[src/rtl/uart_trig_pkg.sv]
package uart_trig_pkg;

  typedef enum logic [1:0] {
    PRIO_NONE = 2'd0,
    PRIO_RX   = 2'd2,
    PRIO_TX   = 2'd3
  } trig_prio_e;

  // Legacy receive level as a fraction of the FIFO depth.
  function automatic int unsigned legacy_rx_level(input int unsigned depth,
                                                  input logic [1:0] sel);
    case (sel)
      2'd0:    return depth / 8;
      2'd1:    return depth / 4;
      2'd2:    return (depth * 7) / 8;
      default: return (depth * 15) / 16;
    endcase
  endfunction

  // Legacy transmit level as a fraction of the FIFO depth.
  function automatic int unsigned legacy_tx_level(input int unsigned depth,
                                                  input logic [1:0] sel);
    case (sel)
      2'd0:    return depth / 8;
      2'd1:    return depth / 4;
      2'd2:    return depth / 2;
      default: return (depth * 7) / 8;
    endcase
  endfunction

  // Fill count has reached the trigger.
  function automatic logic reached(input int unsigned level, input int unsigned trig);
    return level >= trig;
  endfunction

  // Fill count is strictly below the trigger.
  function automatic logic below(input int unsigned level, input int unsigned trig);
    return level < trig;
  endfunction

  function automatic trig_prio_e encode_prio(input logic rx_req, input logic tx_req);
    if (rx_req)      return PRIO_RX;
    else if (tx_req) return PRIO_TX;
    else             return PRIO_NONE;
  endfunction

endpackage

[src/rtl/trig_level_sel.sv]
module trig_level_sel
  import uart_trig_pkg::*;
#(
  parameter int DEPTH = 128,
  parameter int THR_W = 7,
  parameter int LVL_W = $clog2(DEPTH + 1),
  parameter bit IS_RX = 1'b0
) (
  input  logic             enh_en,
  input  logic [1:0]       sel,
  input  logic [THR_W-1:0] thr,
  output logic [LVL_W-1:0] eff_trig,
  output logic             drain_mode
);

  logic [LVL_W-1:0] legacy_trig;

  generate
    if (IS_RX) begin : g_rx
      always_comb legacy_trig = LVL_W'(legacy_rx_level(DEPTH, sel));
      assign drain_mode = 1'b0;
    end else begin : g_tx
      always_comb legacy_trig = LVL_W'(legacy_tx_level(DEPTH, sel));
      assign drain_mode = enh_en && (thr == '0);
    end
  endgenerate

  always_comb begin
    if (enh_en) eff_trig = LVL_W'(thr);
    else        eff_trig = legacy_trig;
  end

endmodule

[src/rtl/trig_tx_cond.sv]
module trig_tx_cond
  import uart_trig_pkg::*;
#(
  parameter int LVL_W = 8
) (
  input  logic             ie,
  input  logic [LVL_W-1:0] level,
  input  logic [LVL_W-1:0] eff_trig,
  input  logic             drain_mode,
  input  logic             shift_empty,
  input  logic             line_idle,
  output logic             cond
);

  logic drained;
  logic under;

  assign drained = (level == '0) && shift_empty && line_idle;
  assign under   = below(int'(level), int'(eff_trig));

  always_comb begin
    if (!ie)             cond = 1'b0;
    else if (drain_mode) cond = drained;
    else                 cond = under;
  end

endmodule

[src/rtl/trig_rx_cond.sv]
module trig_rx_cond
  import uart_trig_pkg::*;
#(
  parameter int LVL_W = 8
) (
  input  logic             ie,
  input  logic [LVL_W-1:0] level,
  input  logic [LVL_W-1:0] eff_trig,
  output logic             cond
);

  assign cond = ie && reached(int'(level), int'(eff_trig));

endmodule

[src/rtl/uart_trig_unit.sv]
module uart_trig_unit
  import uart_trig_pkg::*;
#(
  parameter int DEPTH = 128,
  parameter int THR_W = 7,
  parameter int LVL_W = $clog2(DEPTH + 1)
) (
  input  logic             clk,
  input  logic             rst_n,
  input  logic             enh_en,
  input  logic             tx_ie,
  input  logic             rx_ie,
  input  logic [1:0]       tx_sel,
  input  logic [1:0]       rx_sel,
  input  logic [THR_W-1:0] tx_thr,
  input  logic [THR_W-1:0] rx_thr,
  input  logic [LVL_W-1:0] tx_level,
  input  logic [LVL_W-1:0] rx_level,
  input  logic             tx_shift_empty,
  input  logic             line_idle,
  output logic             tx_irq,
  output logic             rx_irq,
  output logic [1:0]       irq_prio
);

  // Named internal events, visible to the checker.
  logic [LVL_W-1:0] tx_trig_w;
  logic [LVL_W-1:0] rx_trig_w;
  logic             tx_drain_w;
  logic             rx_drain_unused;
  logic             tx_cond_w;
  logic             rx_cond_w;
  trig_prio_e       prio_next_w;

  trig_level_sel #(.DEPTH(DEPTH), .THR_W(THR_W), .LVL_W(LVL_W), .IS_RX(1'b0)) u_tx_sel (
    .enh_en(enh_en), .sel(tx_sel), .thr(tx_thr),
    .eff_trig(tx_trig_w), .drain_mode(tx_drain_w)
  );

  trig_level_sel #(.DEPTH(DEPTH), .THR_W(THR_W), .LVL_W(LVL_W), .IS_RX(1'b1)) u_rx_sel (
    .enh_en(enh_en), .sel(rx_sel), .thr(rx_thr),
    .eff_trig(rx_trig_w), .drain_mode(rx_drain_unused)
  );

  trig_tx_cond #(.LVL_W(LVL_W)) u_tx_cond (
    .ie(tx_ie), .level(tx_level), .eff_trig(tx_trig_w), .drain_mode(tx_drain_w),
    .shift_empty(tx_shift_empty), .line_idle(line_idle), .cond(tx_cond_w)
  );

  trig_rx_cond #(.LVL_W(LVL_W)) u_rx_cond (
    .ie(rx_ie), .level(rx_level), .eff_trig(rx_trig_w), .cond(rx_cond_w)
  );

  assign prio_next_w = encode_prio(rx_cond_w, tx_cond_w);

  always_ff @(posedge clk) begin
    if (!rst_n) begin
      tx_irq   <= 1'b0;
      rx_irq   <= 1'b0;
      irq_prio <= PRIO_NONE;
    end else begin
      tx_irq   <= tx_cond_w;
      rx_irq   <= rx_cond_w;
      irq_prio <= prio_next_w;
    end
  end

endmodule

[config.mk]
export PLATFORM = sky130hd
export DESIGN_NAME = uart_trig_unit
export DESIGN_NICKNAME = d
export VERILOG_FILES = /design/src/rtl/uart_trig_pkg.sv /design/src/rtl/trig_level_sel.sv /design/src/rtl/trig_tx_cond.sv /design/src/rtl/trig_rx_cond.sv /design/src/rtl/uart_trig_unit.sv
export SDC_FILE = /design/constraint.sdc
export NUM_CORES = 1
export LEC_CHECK = 0
export CORE_AREA = 3 3 51 53
export DETAILED_ROUTE_END_ITERATION = 8
export DIE_AREA = 0 0 54 56
export DONT_BUFFER_PORTS = 1
export GPL_TIMING_DRIVEN = 0
export SLEW_MARGIN = 20
export SYNTH_ARGS = -nofsm -noshare
export SYNTH_HDL_FRONTEND = slang
export SYNTH_SLANG_ARGS = --single-unit
[constraint.sdc]
create_clock -name clk -period 2.1 [get_ports clk]
set_clock_uncertainty 0.1 [all_clocks]
set_input_delay 0.315 -clock clk [delete_from_list [all_inputs] [get_ports clk]]
set_output_delay 0.315 -clock clk [all_outputs]
set_load 0.01 [all_outputs]
==> Word-level counts from Yosys, hierarchy flattened <==
Cells that the tools add are included.
{ "totals": {"reg_bits": 4, "input_bits": 41, "out_inout_bits": 4} }
{ "op_classes": {"order_cmp": 2, "eq_ne": 4, "muxes": 8, "bitwise_logic": 1, "n_reduce_logical": 9} }
{ "ops": {"columns": ["op", "count"], "rows": [
  ["$pmux W7 S3", 2],
  ["$mux W7", 2],
  ["$ge A8 B7 Y1", 1],
  ["$logic_not A8 Y1", 1],
  ["$lt A8 B7 Y1", 1],
  ["$logic_not A7 Y1", 1],
  ["$eq A2 B1 Y1 const B", 2],
  ["$eq A2 B2 Y1 const B", 2],
  ["$logic_and A1 B1 Y1", 4],
  ["$logic_not A2 Y1", 2],
  ["$mux W2", 2],
  ["$mux W1", 2],
  ["$reduce_or A2 Y1", 1],
  ["$not A1 Y1", 1]
]} }

==> Longest topological paths before layout <==
{ "logic_depth": {"ltp_word": 8, "mapped_depth": 9} }

==> By module <==
Synthesis repeated with hierarchy kept, for this count alone.
{ "hier_totals": {"hier_cells": 103, "hier_area_um2": 785.8} }
{ "by_module_without_submodules": {"columns": ["module", "instances", "cells_each", "area_per_inst_um2"], "rows": [
  ["trig_tx_cond", 1, 29, 224.0],
  ["trig_rx_cond", 1, 27, 192.7],
  ["trig_level_sel (u_tx_sel)", 1, 22, 150.1],
  ["uart_trig_unit", 1, 8, 110.1],
  ["trig_level_sel (u_rx_sel)", 1, 17, 108.9]
]} }

==> Worst setup path before layout <==
No wires, ideal clock.
{ "synth_path": {"path_type": "in2reg", "start": "input port enh_en", "end": "register irq_prio[1]", "setup_time_ns": 0.131, "arrival_ns": 1.595, "required_time_ns": 1.869, "setup_slack_ns": 0.274, "path_stages": 9, "path_cell_list": "buf_6 -> buf_2 -> nor2_1 -> a21oi_1 -> ha_1 -> a21oi_1 -> o221ai_1 -> a21oi_1 -> o211ai_1"} }
{ "synth_between": {"elab_chain_cells": 6, "elab_cells_between_ends": 10, "classes_between": "2 x order compare; 6 x mux; 2 x reduce/logical"} }
{ "synth_rtl": {"columns": ["item", "line", "rtl"], "rows": [
  ["from (decl)", "uart_trig_unit.sv:10", "input logic enh_en,"],
  ["$mux W7", "trig_level_sel.sv:29", "if (enh_en) eff_trig = LVL_W'(thr);"],
  ["$lt A8 B7 Y1", "uart_trig_pkg.sv:38", "return level < trig;"],
  ["$mux W1", "trig_tx_cond.sv:23", "else if (drain_mode) cond = drained;"],
  ["$mux W1", "trig_tx_cond.sv:22", "if (!ie) cond = 1'b0;"],
  ["$mux W2", "uart_trig_pkg.sv:43", "else if (tx_req) return PRIO_TX;"],
  ["$mux W2 *", "uart_trig_pkg.sv:42", "if (rx_req) return PRIO_RX;"],
  ["to (signal assigned)", "uart_trig_unit.sv:64", "irq_prio <= prio_next_w;"],
  ["to (decl)", "uart_trig_unit.sv:23", "output logic [1:0] irq_prio"]
]} }
Mark *: on every way between the ends. The rest lies on a longest branch, timed or not.
A chain may end at the register's enable or synchronous reset.

==> Final worst setup path <==
Ends and elaborated chain as after synthesis.

==> impl_metrics.tcl <==
set metrics [dict create \
    grt_max_degree 11 \
    postLayoutCellArea_sq_um 712 \
    fill_cells 233 \
    min_path_type "input pin to flop" \
    critPathKind "input pin to flop" \
    synth_top_area_share_pct 28.7 \
    track_usage_pct 10.3 \
    drive_above_1_share_pct 12.5 \
    area_growth_pct 8.80 \
    dp_slack_ns 0.0690 \
    ys_types 33 \
    crit_top_cell "a21oi_1" \
    cts.clk_slew.worst_paths_ns 0.04 \
    fin_util_pct 32.5 \
    crit_path_start_kind "input pin" \
    cts-root-buf "clkbuf_4" \
    syn_area_sq_um 654 \
    min_from "rx_ie" \
    ys_ff_latch 4 \
    period_share_pct 83.6 \
    synth.most_common_cell "ha_1" \
    power_mw 0.268 \
    tns_ns 0 \
    place_congestion 0.744 \
    cp.arrival_ns 1.76 \
    synth-warning-count 0 \
    rows 17 \
    status "finished clean" \
    leakagePower_nw 0.333 \
    synth_ff_type "dfxtp_1" \
    slew_viol_final 0 \
    grt_pass1_vias 647 \
    die_area_sq_um 3020 \
    drv_cap 0 \
    final_antenna_net_count 0 \
    setup_violations 0 \
    worstSetupEndpointType "flop" \
    postSynth.asyncResetShare_pct 0 \
    viasPerCell 5.19 \
    crit_start "enh_en" \
    core_sq_um 2190 \
    crit_chain "buf_6 > buf_2 > nor2_1 > a21oi_1 > ha_1 > a21oi_1 > o221ai_1 > a21oi_1 > o211ai_1" \
    grt_pass1_wl_microns 2430 \
    portBuffers 0 \
    vias 560 \
    num_io_pins 45 \
    synth_edf_count 0 \
    cpMaxStageDelayCell "ha_1" \
    dp_hpwl_microns 1350 \
    die_w_microns 54 \
    hold_ws_ns 0.133 \
    drc 0 \
    antenna_found_initial 0 \
    yosys-top-cells-area "ha_1 (29%), dfxtp_1 (12%), mux2i_1 (6.1%), nand2_1 (5.2%), a21oi_1 (3.8%)" \
    drt-initial-drc-count 4 \
    postCtsHoldBufs 0 \
    placed_area_sq_um 689 \
    grt_overflow 0 \
    stdcell_count 108 \
    htreeDepth 1 \
    holdPathStages 2 \
    required_ns 2.10 \
    synth_area_leader_cell "ha_1" \
    die_h_microns 56 \
    clock.fmax_ghz 0.570 \
    fin_ws_ns 0.345 \
    final.min_clock_period_ns 1.76 \
    wirelength_microns 1480 \
    cts_tree "done" \
    worst_slew_margin_rel_pct 80.7 \
    critPathMaxFanout 10 \
    hold_path_end "rx_irq$_SDFF_PN0_" \
    initial_utilization_pct 29.9 \
    numCtsBuffers 3 \
    syn_inst 77 \
    routedWlPerCell_microns 13.7 \
    numPlacedInstances 105 \
    ir_drop_uv 159 \
    drt_first_pass_iters 4 \
    critPathBufInv 2 \
    hold_viol_final 0 \
    avgSynthCellArea_sq_um 8.50 \
    clk_path_buf_depth 2 \
    slowest_delay_ns 0.26 \
    yosys-top-cells-count "ha_1 (15), nand2_1 (9), nor2_1 (6)" \
    clock-sinks 4 \
    postCtsSetupBuffers 0 \
    ys_seq_area_share_pct 12.2 \
    syn_nets 133 \
    rsz0062_at_grt "no" \
    antennaDiodeCount 0 \
    layout.nets 138 \
    worst_pin_slew_ns 0.287 \
    cts_resized 0 \
    cp_top_family "compound AO/OA/AOI/OAI gates" \
    powerDensity_nw_per_um2 377 \
]
-- registers in the layout (all words and copies together), names as in the netlist --
name and flops:
rx_irq 1, tx_irq 1, irq_prio 2
-- worst max path at each step --
stage	end	slack (ns)	cells past startpoint
4_1_cts	irq_prio[1]$_SDFF_PN0_	0.30	9
2_1_floorplan	irq_prio[1]$_SDFF_PN0_	0.27	9
3_3_place_gp	irq_prio[1]$_SDFF_PN0_	0.09	9
6_report	irq_prio[1]$_SDFF_PN0_	0.34	9
3_5_place_dp	irq_prio[1]$_SDFF_PN0_	0.07	9
5_1_grt	irq_prio[1]$_SDFF_PN0_	0.14	9
-- layout make-up --
cell class	count	area, sq um	share of cell area [%]
Buffer	2	16.3	2.28
Clock buffer	3	22.5	3.16
Inverter	5	18.8	2.64
Multi-Input combinational cell	66	539	75.7
Sequential cell	4	80.1	11.2
Tap cell	28	35.0	4.92
-- kinds of logic (layout without fill, tap and decap cells) --
| group | after synthesis | in the layout | share of synthesized area, % |
|---|---|---|---|
| and+or+nand+nor | 31 | 31 | 29.6 |
| AOI/OAI and AO/OA | 16 | 16 | 18.0 |
| adders and majority gates | 15 | 15 | 28.7 |
| buffers and inverters | 7 | 10 | 5.35 |
| muxes | 4 | 4 | 6.12 |
| DFF | 4 | 4 | 12.2 |
-- placed cells by master (no fill, tap or decap), drive strengths merged, types with 2 or more instances in the layout --
cell type	synthesis	routed
ha	15	15
nand2	9	9
nor4	3	3
clkbuf	0	3
mux2i	4	4
nand2b	2	2
nor2	6	6
dfxtp	4	4
a21oi	5	5
o21ai	4	4
inv	5	5
buf	2	2
-- routing by layer --
| metal | global-route usage [%] | wire, microns |
|---|---|---|
| met5 | 0 | 0 |
| met4 | 4.27 | 0 |
| met3 | 2.95 | 222 |
| met2 | 17.6 | 661 |
| met1 | 11.5 | 596 |
-- report_power, final --
part	switching (mW)	internal [mW]	leakage [nW]
registers	0.00418	0.0812	0.0329
clock network	0.0277	0.0637	0.0138
logic	0.0444	0.0470	0.287
No activity file was read; power rests on OpenSTA's default activity.
